File: config.mk
export PLATFORM = sky130hd
export DESIGN_NAME = msg_spi_master
export DESIGN_NICKNAME = d
export VERILOG_FILES = /design/src/rtl/msg_spi_pkg.sv /design/src/rtl/msg_spi_buf.sv /design/src/rtl/msg_spi_shifter.sv /design/src/rtl/msg_spi_master.sv
export SDC_FILE = /design/constraint.sdc
export NUM_CORES = 1
export LEC_CHECK = 0
export CELL_PAD_IN_SITES_DETAIL_PLACEMENT = 2
export CELL_PAD_IN_SITES_GLOBAL_PLACEMENT = 2
export CORE_ASPECT_RATIO = 1.5
export CORE_MARGIN = 2
export CORE_UTILIZATION = 45
export CTS_CLUSTER_SIZE = 12
export DETAILED_ROUTE_END_ITERATION = 7
export GPL_TIMING_DRIVEN = 0
export PLACE_DENSITY = 0.75
export SLEW_MARGIN = 20
export SYNTH_ARGS = -nofsm -noshare
export SYNTH_HDL_FRONTEND = slang
export SYNTH_SLANG_ARGS = --single-unit
File: constraint.sdc
create_clock -name clk -period 6.1 [get_ports clk]
set_input_delay 0.915 -clock clk [delete_from_list [all_inputs] [get_ports clk]]
set_output_delay 0.915 -clock clk [all_outputs]
set_load 0.02 [all_outputs]
File: src/rtl/msg_spi_pkg.sv
// Shared encodings for the framed-message SPI master.
package msg_spi_pkg;
    typedef enum logic [1:0] {
        MT_XCHG  = 2'b00,
        MT_WRITE = 2'b01,
        MT_READ  = 2'b10,
        MT_WRIT2 = 2'b11
    } msg_kind_e;

    localparam int REG_MSG  = 0;
    localparam int REG_CMD  = 1;
    localparam int REG_CFG  = 2;
    localparam int REG_STAT = 3;
    localparam int REG_MASK = 4;
    localparam int REG_TAIL = 5;
endpackage

File: src/rtl/msg_spi_buf.sv
// Byte buffer with one write port and one combinational read port.
// Assumes addresses stay inside DEPTH; contents are not reset.
module msg_spi_buf #(
    parameter int DEPTH = 64,
    localparam int IDX_W = $clog2(DEPTH)
) (
    input  logic             clk,
    input  logic             we,
    input  logic [IDX_W-1:0] waddr,
    input  logic [7:0]       wdata,
    input  logic [IDX_W-1:0] raddr,
    output logic [7:0]       rdata
);
    logic [7:0] mem [DEPTH];

    // store one byte per write strobe
    always_ff @(posedge clk) begin
        if (we) mem[waddr] <= wdata;
    end

    assign rdata = mem[raddr];
endmodule

File: src/rtl/msg_spi_shifter.sv
// Shifts one byte MSB first with selectable clock polarity, phase and rate.
// Assumes start is only pulsed while idle; done pulses one cycle after the
// sixteenth clock edge, with rx_byte valid in that cycle.
module msg_spi_shifter #(
    parameter int MAX_SEL = 6,
    localparam int TMR_W = MAX_SEL + 1
) (
    input  logic       clk,
    input  logic       rst_n,
    input  logic       start,
    input  logic [7:0] tx_byte,
    input  logic [2:0] rate_sel,
    input  logic       cpol,
    input  logic       cpha,
    input  logic       miso,
    output logic       sclk,
    output logic       mosi,
    output logic [7:0] rx_byte,
    output logic       done
);
    logic             active;
    logic [3:0]       edge_q;
    logic [TMR_W-1:0] tmr;
    logic [7:0]       sh;
    logic [7:0]       rsh;
    logic             sclk_q;
    logic [2:0]       sel_eff;
    logic [TMR_W-1:0] lim;
    logic             tick, samp, shift_e;

    assign sel_eff = (rate_sel > 3'(MAX_SEL)) ? 3'(MAX_SEL) : rate_sel;
    assign lim     = TMR_W'((1 << sel_eff) - 1);
    assign tick    = active && (tmr == lim);
    // even edges are leading edges
    assign samp    = cpha ? edge_q[0] : ~edge_q[0];
    assign shift_e = !samp && !(cpha && edge_q == 4'd0);

    // bit timing, shifting and sampling
    always_ff @(posedge clk) begin
        if (!rst_n) begin
            active <= 1'b0;
            edge_q <= '0;
            tmr    <= '0;
            sh     <= '0;
            rsh    <= '0;
            sclk_q <= 1'b0;
            done   <= 1'b0;
        end else begin
            done <= 1'b0;
            if (start) begin
                active <= 1'b1;
                edge_q <= '0;
                tmr    <= '0;
                sh     <= tx_byte;
                sclk_q <= cpol;
            end else if (tick) begin
                tmr    <= '0;
                sclk_q <= ~sclk_q;
                edge_q <= edge_q + 4'd1;
                if (samp)    rsh <= {rsh[6:0], miso};
                if (shift_e) sh  <= {sh[6:0], 1'b0};
                if (edge_q == 4'd15) begin
                    active <= 1'b0;
                    done   <= 1'b1;
                end
            end else if (active) begin
                tmr <= tmr + 1'b1;
            end
        end
    end

    assign sclk    = active ? sclk_q : cpol;
    assign mosi    = sh[7];
    assign rx_byte = rsh;
endmodule

File: src/rtl/msg_spi_master.sv
// Framed-message SPI master: register file, buffers and message sequencer.
// One command drives one chip-select window of lead bytes plus message bytes.
// Assumes DEPTH is a power of two of at least 16.
module msg_spi_master
    import msg_spi_pkg::*;
#(
    parameter int DEPTH = 64,
    parameter int NDEV  = 4,
    localparam int ADDR_W = $clog2(DEPTH) + 2
) (
    input  logic              clk,
    input  logic              rst_n,
    input  logic              reg_wr,
    input  logic [ADDR_W-1:0] reg_addr,
    input  logic [15:0]       reg_wdata,
    output logic [15:0]       reg_rdata,
    output logic              spi_sclk,
    output logic              spi_mosi,
    input  logic              spi_miso,
    output logic [NDEV-1:0]   spi_cs_n,
    output logic              irq
);
    localparam int IDX_W = $clog2(DEPTH);
    localparam int CNT_W = IDX_W + 1;
    localparam int DEV_W = (NDEV > 1) ? $clog2(NDEV) : 1;

    logic [1:0]       region;
    logic [IDX_W-1:0] widx;
    logic [CNT_W-1:0] msg_cnt_q, total_q, idx_q, tail_q;
    msg_kind_e        kind_q, run_kind_q, kind_now;
    logic [2:0]       rate_q;
    logic             cpol_q, cpha_q, busy_q, st_done_q, st_err_q;
    logic [1:0]       mask_q;
    logic [DEV_W-1:0] dev_q;
    logic [3:0]       pre_q, pre_now;
    logic             cmd_hit, cmd_go, clamp, last, sh_start, byte_done, in_msg, rx_we;
    logic [CNT_W:0]   sum;
    logic [CNT_W-1:0] cnt_go, tot_go, idx_next, sh_idx;
    logic [7:0]       tx_rdata, tx_now, rx_byte, rx_rdata;
    logic             sh_mosi;

    assign region   = reg_addr[ADDR_W-1 -: 2];
    assign widx     = reg_addr[IDX_W-1:0];
    assign cmd_hit  = reg_wr && region == 2'b00 && widx == IDX_W'(REG_CMD) && reg_wdata[0];
    assign cmd_go   = cmd_hit && !busy_q;
    assign sum      = (CNT_W+1)'(reg_wdata[7:4]) + (CNT_W+1)'(msg_cnt_q);
    assign clamp    = sum > (CNT_W+1)'(DEPTH);
    assign cnt_go   = clamp ? CNT_W'(DEPTH) - CNT_W'(reg_wdata[7:4]) : msg_cnt_q;
    assign tot_go   = CNT_W'(reg_wdata[7:4]) + cnt_go;
    assign idx_next = idx_q + 1'b1;
    assign last     = idx_next == total_q;
    assign sh_start = (cmd_go && tot_go != '0) || (byte_done && !last);
    assign sh_idx   = cmd_go ? '0 : idx_next;
    assign pre_now  = cmd_go ? reg_wdata[7:4] : pre_q;
    assign kind_now = cmd_go ? kind_q : run_kind_q;
    assign in_msg   = sh_idx >= CNT_W'(pre_now);
    assign tx_now   = (in_msg && kind_now == MT_READ) ? 8'h00 : tx_rdata;
    assign rx_we    = byte_done && idx_q >= CNT_W'(pre_q) && !run_kind_q[0];

    msg_spi_buf #(.DEPTH(DEPTH)) u_txbuf (
        .clk(clk), .we(reg_wr && region == 2'b01), .waddr(widx),
        .wdata(reg_wdata[7:0]), .raddr(sh_idx[IDX_W-1:0]), .rdata(tx_rdata));

    msg_spi_buf #(.DEPTH(DEPTH)) u_rxbuf (
        .clk(clk), .we(rx_we), .waddr(tail_q[IDX_W-1:0]),
        .wdata(rx_byte), .raddr(widx), .rdata(rx_rdata));

    msg_spi_shifter u_shift (
        .clk(clk), .rst_n(rst_n), .start(sh_start), .tx_byte(tx_now),
        .rate_sel(rate_q), .cpol(cpol_q), .cpha(cpha_q), .miso(spi_miso),
        .sclk(spi_sclk), .mosi(sh_mosi), .rx_byte(rx_byte), .done(byte_done));

    // configuration registers written by software
    always_ff @(posedge clk) begin
        if (!rst_n) begin
            msg_cnt_q <= '0;
            kind_q    <= MT_XCHG;
            rate_q    <= '0;
            cpol_q    <= 1'b0;
            cpha_q    <= 1'b0;
            mask_q    <= '0;
        end else if (reg_wr && region == 2'b00) begin
            case (int'(widx))
                REG_MSG: begin
                    msg_cnt_q <= reg_wdata[CNT_W-1:0];
                    kind_q    <= msg_kind_e'(reg_wdata[15:14]);
                end
                REG_CFG: begin
                    rate_q <= reg_wdata[2:0];
                    cpol_q <= reg_wdata[3];
                    cpha_q <= reg_wdata[4];
                end
                REG_MASK: mask_q <= reg_wdata[1:0];
                default: ;
            endcase
        end
    end

    // message sequencer: byte index, receive tail and busy window
    always_ff @(posedge clk) begin
        if (!rst_n) begin
            busy_q     <= 1'b0;
            dev_q      <= '0;
            pre_q      <= '0;
            run_kind_q <= MT_XCHG;
            total_q    <= '0;
            idx_q      <= '0;
            tail_q     <= '0;
        end else if (cmd_go) begin
            busy_q     <= tot_go != '0;
            dev_q      <= reg_wdata[8 +: DEV_W];
            pre_q      <= reg_wdata[7:4];
            run_kind_q <= kind_q;
            total_q    <= tot_go;
            idx_q      <= '0;
            tail_q     <= '0;
        end else if (byte_done) begin
            if (rx_we) tail_q <= tail_q + 1'b1;
            if (last) busy_q <= 1'b0;
            else      idx_q  <= idx_next;
        end
    end

    // interrupt status: write-one-to-clear, hardware set wins
    always_ff @(posedge clk) begin
        if (!rst_n) begin
            st_done_q <= 1'b0;
            st_err_q  <= 1'b0;
        end else begin
            if (reg_wr && region == 2'b00 && widx == IDX_W'(REG_STAT)) begin
                if (reg_wdata[0]) st_done_q <= 1'b0;
                if (reg_wdata[1]) st_err_q  <= 1'b0;
            end
            if ((cmd_go && tot_go == '0) || (byte_done && last)) st_done_q <= 1'b1;
            if (cmd_go && clamp) st_err_q <= 1'b1;
        end
    end

    for (genvar g = 0; g < NDEV; g++) begin : g_cs
        assign spi_cs_n[g] = !(busy_q && dev_q == DEV_W'(g));
    end

    assign spi_mosi = sh_mosi && busy_q;
    assign irq      = |({st_err_q, st_done_q} & mask_q);

    // register and receive buffer read mux
    always_comb begin
        reg_rdata = '0;
        if (region == 2'b10) begin
            reg_rdata = {8'h00, rx_rdata};
        end else if (region == 2'b00) begin
            case (int'(widx))
                REG_MSG:  reg_rdata = {kind_q, {(14-CNT_W){1'b0}}, msg_cnt_q};
                REG_CFG:  reg_rdata = {11'd0, cpha_q, cpol_q, rate_q};
                REG_STAT: reg_rdata = {13'd0, busy_q, st_err_q, st_done_q};
                REG_MASK: reg_rdata = {14'd0, mask_q};
                REG_TAIL: reg_rdata = {{(16-CNT_W){1'b0}}, tail_q};
                default:  reg_rdata = '0;
            endcase
        end
    end
endmodule

# == After elaboration in Yosys (flattened, before gate mapping) ==
# Memory sizes are Yosys's and may differ from the RTL's.
# Index checks and enable logic that the tools add are counted.
# word_totals
regBits,78
ram_bits,1024
out_inout_bits,23
elab_cells,155
memories,2
# memory_table
memory,depth,word_bits,read_ports,rd_ports_with_merged_regs,wr,line,text
u_rxbuf.mem,64,8,1,0,1,msg_spi_buf.sv:14,logic [7:0] mem [DEPTH];
u_txbuf.mem,64,8,1,0,1,msg_spi_buf.sv:14,
# classes
addsub,8
order_cmp,4
n_eq_ne,14
n_shift,1
mux,33
bitwise_logic,7
n_reduce_logical,64
# ops
cell,count
$pmux W16 S5,1
$mux W16,2
$mux W8,4
$logic_and A1 B1 Y1,22
$add A7 B1 Y7 const B,3
$mux W1,21
$reduce_and A2 Y1,10
$reduce_bool A2 Y1,9
$eq A7 B7 Y1,2
$ge A7 B4 Y1,2
$mux W7,2
$eq A6 B2 Y1 const B,2
$eq A6 B3 Y1 const B,2
$logic_not A1 Y1,9
$add A4 B7 Y8,1
$eq A2 B2 Y1 const B,4
$gt A8 B7 Y1 const B,1
$add A4 B7 Y7,1
$logic_not A7 Y1,1
$reduce_bool A7 Y1,1
$shl A1 B3 Y7 const A,1
$sub A7 B2 Y7 const B,1
$sub A7 B4 Y7 const A,1
$eq A6 B1 Y1 const B,1
other kinds (16),27

# == Depth between registers and ports, before layout ==
# logic_depth
word_depth,10
ltp_mapped,23

# == By module ==
# A second synthesis with hierarchy kept.
# unflattened
cells_unflattened,2481
area_unflattened_um2,45009.4
# modules_own_cells
module,instances,cells_each,area_per_inst_um2,seq_area_each_um2
msg_spi_buf,2,932,20006.7,15374.7
msg_spi_master,1,437,3393.3,960.9
msg_spi_shifter,1,180,1602.8,600.6

# == Worst setup path before layout ==
# No wires, ideal clock.
# synth_timing
kind,input to register
start,in reg_wdata[4]
end,reg u_shift.sh[0]
setup_ns,0.086
t_arrival_ns,5.252
setup_slack_ns,0.762
cell_stages,22
path_buffers,1
cell_sequence,ha_1 > inv_1 > fa_1 > nand2b_1 > a211oi_2 > xor2_1 > o31ai_1 > nand2_1 > mux2_2 > ha_1 > inv_1 > fa_1 > nor2b_1 > o21a_1 > nor2_1 > or4bb_1 > o211ai_1 > a211oi_2 > a31oi_1 > buf_2 > a21oi_1 > a211oi_1
# synth_between
elab_chain_cells,9
elab_cells_between_ends,16
# synth_rtl
element,line,text
"start, declared",msg_spi_master.sv:15,"input logic [15:0] reg_wdata,"
$add A4 B7 Y8,msg_spi_master.sv:46,assign sum = (CNT_W+1)'(reg_wdata[7:4]) + (CNT_W+1)'(msg_cnt_q);
$gt A8 B7 Y1,msg_spi_master.sv:47,assign clamp = sum > (CNT_W+1)'(DEPTH);
$mux W7,msg_spi_master.sv:48,assign cnt_go = clamp ? CNT_W'(DEPTH) - CNT_W'(reg_wdata[7:4]) : msg_cnt_q;
$add A4 B7 Y7,msg_spi_master.sv:49,assign tot_go = CNT_W'(reg_wdata[7:4]) + cnt_go;
$reduce_bool A7 Y1,msg_spi_master.sv:52,assign sh_start = (cmd_go && tot_go != '0) || (byte_done && !last);
$logic_and A1 B1 Y1,msg_spi_master.sv:52,
$logic_or A1 B1 Y1,msg_spi_master.sv:52,
$reduce_bool A2 Y1 (no line),n/a,
$reduce_and A2 Y1 (no line),n/a,
"end signal, assigned",msg_spi_shifter.sv:54,sh <= tx_byte;
"end signal, assigned",msg_spi_shifter.sv:61,"if (shift_e) sh <= {sh[6:0], 1'b0};"
"end, declared",msg_spi_shifter.sv:24,logic [7:0] sh;
# Parallel ways exist; a longest one is shown, timed or not.
# A chain may end at the register's enable or synchronous reset.

# == Worst setup path in the final report ==
# layout_timing
start,in reg_addr[1]
end,out reg_rdata[1]
# layout_between
elab_chain_cells,4
elab_cells_between_ends,9
# layout_rtl
element,line,text
"start, declared",msg_spi_master.sv:14,"input logic [ADDR_W-1:0] reg_addr,"
branches (longest 3 deep; another with $mem_v2 Z64 W8),n/a,
$mux W16 (*),msg_spi_master.sv:149,if (region == 2'b10) begin
"end, declared",msg_spi_master.sv:16,"output logic [15:0] reg_rdata,"
# Every way passes the cells marked *.

==> reports/results.ini <==
[layout]
final_area_mm2=0.0505
area_growth_pct=12.5
diodes=0
drive_above_1_share_pct=14.6
final_util_pct=51.2
nNetsFinal=2961

[cts]
clk_latency_ns=0.71
tritoncts=yes
cts_buffer_depth=3
clk_pin_slew_ns=0.06
cts_num_sinks=1102
numCtsBuffers=107
cts_hold_buf=0
cts_htree_levels=3
cts-root-buf=clkbuf_16

[power]
pwr-share-seq_pct=55.6
intPower_uw=11600
p_clk_share_pct=41.9
power_frac_comb_pct=2.4
p_per_area_mw_per_mm2=292
p_leak_uw=0.0146
p_total_uw=14700
swShare_pct=21.0
vdd.ir_drop.worst_v=0.000257
switchingPower_uw=3090

[timing]
fmaxAchievable_mhz=165
fin_crit_ns=6.07
setup-violations-final=0
fin_skew_ns=0.0353
fin_hold_ws_ns=0.469
slew_violations=0
relSlewSlack_pct=21.4
worstMarginPinSlew_ns=1.18
hold_viol_final=0
fin_crit_sh_pct=99.5
postLayoutSetupSlackWorst_ns=0.0306
grt_setup_unrepaired=false

[global_route]
overflow=0
met3_usage_pct=4.00
grt_pass1_wl_um=221000
grt_usage_pct=31.1
grt_max_degree=70
grt_pass1_vias=29400
grt_busiest_layer=met2
grtUsageMet2_pct=56.6
antenna_found_initial=2
met1_usage_pct=32.4

[synthesis]
netlist_instances=2745
async_reset_ff_share_pct=0
synth_top_area_cell=edfxtp_1
yosysWarnings=0
synth_edf_count=1024
ys_seq_area_share_pct=72.0
yosys_most_used_dff=edfxtp_1
synth_cell_type_count=74
synth-seq-cells=1102
syn_avg_cell_area_um2=16.3
synth.most_common_cell=edfxtp_1
synth.area.top_cells=edfxtp_1 (69%), mux4_2 (8.4%), mux2i_1 (3.9%)
syn_area_mm2=0.0449
synth_top_cell_area_share_pct=68.5
synthTopCellsByCount=edfxtp_1 (1024), nand2_1 (204), a21oi_1 (196), nor2_1 (196), mux2i_1 (175)

[setup_path]
cp_max_fo=10
path_class=in -> out
end_kind=output port
crit_required_ns=5.18
cp_data_arrival_time_ns=5.15
crit_path_start_kind=input port

[place]
dp_hpwl_um=111000
placed_cell_area_mm2=0.0472
port_buffers=35
place_ws_ns=-1.12
place.gp.congestion=0.942

[drt]
drc_errors=0
final_antenna_net_count=0
wire_per_inst_um=36.9
dr_total_vias=26500
routed_wl_um=157000
drtIter0Drc=2347
routed_via_density=6.23
drtPass1Iterations=7

[min_path]
worst_hold_path_type=reg -> reg

[floorplan]
fp.dieH_um=391
rows=141
die_area_mm2=0.102
ioPinCount=51
coreArea_mm2=0.0986
start_util_pct=45.5
die_w_um=262

[outcome]
outcome=completed

[run]
maxCapViolCount=0

-- metrics by stage --
stage                     setup TNS [ns]  std cells
after floorplan                        0       2750
after global placement           -139.50       4072
after detailed placement          -31.31       4085
after CTS                              0       4256
after global routing                   0       4258
final                                  0       4258
-- cells in the final DEF, fill, tap and decap left out, types with 22 or more instances in the layout --
cell and n:
nor3_1 36, nand3_1 69, mux2i_1 175, nor2_1 193, dfxtp_1 70, clkbuf_16 111, clkbuf_1 132, buf_1 22
clkdlybuf4s50_1 27, edfxtp_1 1024, o221ai_1 54, ha_1 22, mux2_2 23, o21ai_0 46, mux4_2 168, a21oi_1 195
nand2_1 202
-- power groups by stage --
stage                     sequential, µW  clock (µW)  combinational [µW]
after CTS                           8200        6240                 359
final                               8200        6180                 360
after global placement              8370           0                 323
after floorplan                     8360           0                 158
after detailed placement            8360           0                 354
after global routing                8190        6460                 376
-- worst max-delay path: stages --
cell and delay, ns:
clkbuf_1 0.49, clkbuf_1 0.67, clkbuf_1 0.70, mux4_2 0.48, mux4_2 0.52, mux4_2 0.50
nand2b_1 0.10, o21ai_1 0.13, clkdlybuf4s50_1 0.60
-- what timing repair did --
item,in CTS,in global routing
resized for setup,30,14
endpoints found under the setup margin,38,34
buffers inserted,0,2
endpoints found under the hold margin,0,0
pin swaps,0,1
-- worst paths after layout --
kind / start / end / slack (ns) / depth (start not counted)
max: reg_addr[1] / reg_rdata[1] / 0.03 / 9
min reg2reg: run_kind_q[1]$_SDFF_PN0_ / run_kind_q[1]$_SDFF_PN0_ / 0.47 / 2
max reg2reg: idx_q[0]$_SDFFE_PP0P_ / u_shift.sh[2]$_SDFFE_PN0P_ / 0.41 / 15
min: run_kind_q[1]$_SDFF_PN0_ / run_kind_q[1]$_SDFF_PN0_ / 0.47 / 2
-- layout make-up --
cell class	instances	area [µm²]
Sequential cell	1102	32300
Fill cell	8722	48200
Buffer	167	761
Multi-Input combinational cell	1455	11900
Inverter	26	101
Tap cell	1287	1610
Clock inverter	23	131
Clock buffer	148	2960
Timing Repair Buffer	50	624
-- flip-flops by register name, indices dropped and copies added (netlist names), 3 cells and up --
| register | flops |
|---|---|
| u_shift.rx_byte | 8 |
| u_txbuf.mem | 512 |
| pre_q | 4 |
| idx_q | 7 |
| u_rxbuf.mem | 512 |
| u_shift.tmr | 7 |
| msg_cnt_q | 7 |
| total_q | 7 |
| tail_q | 7 |
| rate_q | 3 |
| u_shift.edge_q | 4 |
| u_shift.sh | 8 |
-- layer usage --
| metal | vias up | part of all wire (%) |
|---|---|---|
| li1 | 11100 | - |
| met1 | 14100 | 34 |
| met2 | 952 | 54 |
| met3 | 387 | 4.3 |
| met4 | 2 | 8.6 |
| met5 | - | 0.0083 |
-- cells by family (layout without fill, tap and decap cells) --
family / count (synthesis) / in the layout / synth area share, %
adders and majority gates: 24 / 24 / 0.703
and+or+nand+nor: 620 / 620 / 6.25
muxes: 366 / 366 / 12.9
other: 1 / 6 / 0.00836
DFF: 1102 / 1102 / 72.0
xor gates and xnor gates: 40 / 40 / 0.876
buffers and inverters: 193 / 414 / 1.75
AOI/OAI and AO/OA: 399 / 399 / 5.47
Note: power is estimated with default switching activity, not from simulation.
